[src/rtl/burst_pkg.sv]
package burst_pkg;
  localparam int COL_W  = 10;
  localparam int CODE_W = 3;

  typedef logic [COL_W-1:0] col_t;

  typedef enum logic [CODE_W-1:0] {
    BL_ONE   = 3'd0,
    BL_TWO   = 3'd1,
    BL_FOUR  = 3'd2,
    BL_EIGHT = 3'd3,
    BL_PAGE  = 3'd7
  } bl_code_e;

  // Mask of the column bits that move during a burst
  function automatic col_t wrap_mask(logic [CODE_W-1:0] code);
    case (code)
      BL_TWO:   return col_t'(1);
      BL_FOUR:  return col_t'(3);
      BL_EIGHT: return col_t'(7);
      BL_PAGE:  return '1;
      default:  return '0;
    endcase
  endfunction

  // Column of beat idx: upper bits from base, low bits by order
  function automatic col_t beat_col(col_t base, col_t idx, col_t mask, logic xor_mode);
    col_t low;
    low = xor_mode ? (base ^ idx) : (base + idx);
    return (base & ~mask) | (low & mask);
  endfunction
endpackage

[src/rtl/burst_len_decode.sv]
module burst_len_decode
  import burst_pkg::*;
(
  input  logic [CODE_W-1:0] code_i,
  input  logic              interleave_i,
  output col_t              mask_o,
  output logic              page_o,
  output logic              xor_o
);
  always_comb begin
    mask_o = wrap_mask(code_i);
    page_o = (code_i == BL_PAGE);
    // full page always runs sequentially
    xor_o  = interleave_i & ~page_o;
  end
endmodule

[src/rtl/burst_beat_ctl.sv]
module burst_beat_ctl
  import burst_pkg::*;
(
  input  logic clk,
  input  logic rst_n,
  input  logic start_i,
  input  logic stop_i,
  input  col_t start_col_i,
  input  col_t mask_i,
  input  logic page_i,
  input  logic xor_i,
  output logic active_o,
  output col_t base_o,
  output col_t idx_o,
  output col_t mask_o,
  output logic page_o,
  output logic xor_o,
  output logic final_o
);
  logic stop_q;
  logic count_end;

  assign count_end = ~page_o & (idx_o == mask_o);
  assign final_o   = active_o & (stop_q | count_end);

  always_ff @(posedge clk) begin
    if (!rst_n) begin
      active_o <= 1'b0;
      base_o   <= '0;
      idx_o    <= '0;
      mask_o   <= '0;
      page_o   <= 1'b0;
      xor_o    <= 1'b0;
      stop_q   <= 1'b0;
    end else if (start_i) begin
      active_o <= 1'b1;
      base_o   <= start_col_i;
      idx_o    <= '0;
      mask_o   <= mask_i;
      page_o   <= page_i;
      xor_o    <= xor_i;
      stop_q   <= 1'b0;
    end else if (active_o) begin
      if (final_o) begin
        active_o <= 1'b0;
        stop_q   <= 1'b0;
      end else begin
        idx_o  <= idx_o + col_t'(1);
        stop_q <= stop_i;
      end
    end
  end
endmodule

[src/rtl/burst_col_map.sv]
module burst_col_map
  import burst_pkg::*;
(
  input  col_t base_i,
  input  col_t idx_i,
  input  col_t mask_i,
  input  logic xor_i,
  output col_t col_o
);
  assign col_o = beat_col(base_i, idx_i, mask_i, xor_i);
endmodule

[src/rtl/burst_colgen.sv]
module burst_colgen
  import burst_pkg::*;
(
  input  logic              clk,
  input  logic              rst_n,
  input  logic              start_i,
  input  logic [COL_W-1:0]  start_col_i,
  input  logic [CODE_W-1:0] len_code_i,
  input  logic              interleave_i,
  input  logic              stop_i,
  output logic [COL_W-1:0]  col_o,
  output logic              valid_o,
  output logic              last_o
);
  col_t dec_mask;
  logic dec_page;
  logic dec_xor;
  logic burst_active;
  col_t base_q;
  col_t idx_q;
  col_t len_mask;
  logic page_q;
  logic xor_q;
  logic final_beat;

  burst_len_decode u_dec (
    .code_i       (len_code_i),
    .interleave_i (interleave_i),
    .mask_o       (dec_mask),
    .page_o       (dec_page),
    .xor_o        (dec_xor)
  );

  burst_beat_ctl u_ctl (
    .clk         (clk),
    .rst_n       (rst_n),
    .start_i     (start_i),
    .stop_i      (stop_i),
    .start_col_i (start_col_i),
    .mask_i      (dec_mask),
    .page_i      (dec_page),
    .xor_i       (dec_xor),
    .active_o    (burst_active),
    .base_o      (base_q),
    .idx_o       (idx_q),
    .mask_o      (len_mask),
    .page_o      (page_q),
    .xor_o       (xor_q),
    .final_o     (final_beat)
  );

  burst_col_map u_map (
    .base_i (base_q),
    .idx_i  (idx_q),
    .mask_i (len_mask),
    .xor_i  (xor_q),
    .col_o  (col_o)
  );

  assign valid_o = burst_active;
  assign last_o  = final_beat;
endmodule

[config.mk]
export PLATFORM = sky130hd
export DESIGN_NAME = burst_colgen
export DESIGN_NICKNAME = d
export VERILOG_FILES = /design/src/rtl/burst_pkg.sv /design/src/rtl/burst_len_decode.sv /design/src/rtl/burst_beat_ctl.sv /design/src/rtl/burst_col_map.sv /design/src/rtl/burst_colgen.sv
export SDC_FILE = /design/constraint.sdc
export NUM_CORES = 1
export LEC_CHECK = 0
export BUFFER_PORTS_ARGS = -buffer_cell sky130_fd_sc_hd__buf_2
export CAP_MARGIN = 20
export CORE_MARGIN = 3
export CORE_UTILIZATION = 30
export CTS_CLUSTER_DIAMETER = 50
export DETAILED_ROUTE_END_ITERATION = 10
export GPL_TIMING_DRIVEN = 0
export HOLD_SLACK_MARGIN = 0.05
export PLACE_DENSITY = 0.53
export SYNTH_ARGS = -nofsm -noshare
export SYNTH_HDL_FRONTEND = slang
export SYNTH_SLANG_ARGS = --single-unit
[constraint.sdc]
create_clock -name clk -period 3.1 [get_ports clk]
set_input_delay 0.62 -clock clk [delete_from_list [all_inputs] [get_ports clk]]
set_output_delay 0.62 -clock clk [all_outputs]
set_load 0.05 [all_outputs]
==> impl_metrics.tcl <==
set metrics [dict create \
    die_h_um 83.1 \
    ir_drop_v 0.000215 \
    synth_area_mm2 0.00178 \
    r2r-start "u_ctl.idx_o[0]" \
    critPathLaunch "u_ctl.idx_o[0]" \
    swShare_pct 32.5 \
    numCtsBuffers 3 \
    final_nets 275 \
    dpl_worst_slack_ns -0.129 \
    yosys.area.top_type "dfxtp_1" \
    dpl_cell_area_mm2 0.00203 \
    yosysWarnings 0 \
    min_path_type "register to register" \
    tns_ns 0 \
    cts_tree "built" \
    routed_wl_mm 4.16 \
    crit_arrival_ns 2.47 \
    numPlacedInstances 308 \
    cts.htree.levels 1 \
    utilization_pct 38.6 \
    synthTopCellsByArea "dfxtp_1, ha_1, mux2i_1" \
    fin_skew_ns 0.00987 \
    required_ns 2.48 \
    worst-slew-pin-transition_ns 0.777 \
    leakage_nw 0.910 \
    grt_setup_unrepaired "yes" \
    syn2layout_area_growth_pct 22.1 \
    grt_overflow 0 \
    max_freq_ghz 0.323 \
    drive_gt1_share_pct 22.9 \
    highest_layer "met4" \
    slew_headroom_pct 48.2 \
    r2r-end "u_ctl.stop_q" \
    synth.yosys.seq_area_share_pct 30.3 \
    ys_ff_latch 27 \
    syn_avg_cell_area_um2 8.62 \
    worst_slack_ns 0.00565 \
    clock-root-buffer "clkbuf_8" \
    wl_met3_um 175 \
    grt_pass1_wl_mm 7.16 \
    hold_path_end "u_ctl.idx_o[8]" \
    wl_per_cell_um 13.1 \
    synth_edf_count 0 \
    maxCapViolCount 0 \
    status "finished, final reports clean" \
    antenna_found_initial 0 \
    cts_max_path_buffers 2 \
    wl_met2_mm 1.86 \
    drc 0 \
    io_buffer_count 29 \
    clock_insertion_delay_worst_skew_ns 0.28 \
    io_pins 30 \
    finalCritPeriodShare_pct 99.8 \
    period_needed_ns 3.09 \
    gp_congestion 0.785 \
    yosysMostFrequentCell "dfxtp_1" \
    clkPwrFrac_pct 28.5 \
    start_util_pct 31.6 \
    dieArea_mm2 0.00691 \
    core-area_mm2 0.00564 \
    first_pass_iters 4 \
    worstPathMaxFanout 2 \
    powerDensity_mw_per_mm2 349 \
    critPathLaunchType "register" \
    final_max_slew_viol_count 0 \
    min_from "u_ctl.idx_o[8]" \
    vias_per_cell 4.92 \
    grt_pass1_vias 1467 \
    reg2reg_slack_ns 1.39 \
    r2r_cells 6 \
    finish.instance_area_mm2 0.00218 \
    hold_viol_final 0 \
    power_frac_comb_pct 22.4 \
    totalPowerFinal_mw 0.760 \
    syn-num-nets 236 \
    synth_top_area_share_pct 30.3 \
    drt_iter0_drc 73 \
    grt_max_degree 18 \
    track_usage_pct 12.4 \
    hold_ws_ns 0.490 \
    share_seq_of_total_power_pct 49.1 \
    synth_cell_type_count 44 \
    hold_depth 2 \
    setup_viol 0 \
    crit_type "register to output pin" \
    async_flop_share_pct 0 \
    num_antenna_cells 0 \
    drt-met1-wl_mm 2.11 \
    vias 1561 \
    synthCells 207 \
    critPathCaptureType "output pin" \
    die_w_um 83.1 \
    hpwl_mm 3.16 \
    stdcell_count 317 \
    internal-power_mw 0.513 \
    synth_commonest_cells "dfxtp_1, nor2_1, a21oi_1, nor2b_1, mux2i_1" \
    clkTransAtPathRegs_ns 0.11 \
    ys.flop_type "dfxtp_1" \
    clock_sinks 27 \
    fp-row-count 27 \
    drt.antenna.violating_nets 0 \
    power_switching_mw 0.247 \
]
## power by group through the flow
| stage | Clock [mW] | Sequential, mW | Combinational, mW |
|---|---|---|---|
| 6_report | 0.217 | 0.373 | 0.170 |
| 5_1_grt | 0.246 | 0.376 | 0.187 |
| 4_1_cts | 0.232 | 0.374 | 0.169 |
| 2_1_floorplan | 0 | 0.381 | 0.121 |
| 3_5_place_dp | 0 | 0.382 | 0.165 |
| 3_3_place_gp | 0 | 0.382 | 0.164 |
## flip-flops by register name, summed over array words and instances, names as in the netlist
signal          flops
u_ctl.idx_o        10
u_ctl.active_o      1
u_ctl.mask_o        4
u_ctl.xor_o         1
u_ctl.base_o       10
u_ctl.stop_q        1
## worst max-delay path by stage
stage               cells after the start  slack (ns)        to
detailed placement                      8       -0.13  col_o[8]
global route                            8       -0.09  col_o[8]
floorplan                               7        0.05  col_o[8]
global placement                        8       -0.15  col_o[8]
finish                                  8       0.006  col_o[8]
CTS                                     8       -0.02  col_o[8]
## layout make-up
cell class,instances,area (um^2)
Timing Repair Buffer,34,194
Tap cell,72,90.1
Clock inverter,1,8.76
Inverter,5,18.8
Sequential cell,27,547
Fill cell,591,3460
Multi-Input combinational cell,169,1260
Buffer,6,22.5
Clock buffer,3,41.3
## worst max-delay path, cell delays in order, from the launching register on
cell and delay, ns:
dfxtp_4 0.37, ha_4 0.16, fa_2 0.36, a211oi_2 0.27, o21bai_2 0.13, a2111oi_4 0.39, o31ai_2 0.10, a31oi_2 0.22
buf_6 0.19
## placed cells by master, fill, tap and decap left out, types with 5 or more instances in the layout
| cell | synthesis | final |
|---|---|---|
| a21oi_1 | 16 | 16 |
| buf_2 | 0 | 26 |
| buf_4 | 0 | 5 |
| dfxtp_1 | 27 | 24 |
| ha_1 | 10 | 9 |
| inv_1 | 5 | 5 |
| mux2i_1 | 12 | 12 |
| nand2_1 | 7 | 7 |
| nand3_1 | 10 | 10 |
| nor2_1 | 25 | 25 |
| nor2b_1 | 13 | 13 |
| o21ai_0 | 8 | 7 |
| xnor2_1 | 10 | 10 |
## routing by layer
layer	up-vias	global-route usage, %
li1	828	-
met1	703	16.9
met2	28	20.3
met3	2	2.78
met4	0	2.23
met5	-	0
## logic make-up after synthesis
group,Yosys count,share of synthesized area (%)
AND/OR/NAND/NOR,75,23.4
AO/OA/AOI/OAI,57,22.1
flip-flops,27,30.3
XOR/XNOR,13,6.38
multiplexers,13,7.36
buffers and inverters,11,2.31
adder cells (fa/ha/maj),11,8.13
## what timing repair did
action,4_1_cts,5_1_grt
pin swaps,7,7
endpoints found under the setup margin,2,3
hold buffers,0,0
buffers inserted,3,2
resized for setup,11,7
Note: power is estimated with default switching activity, not from simulation.
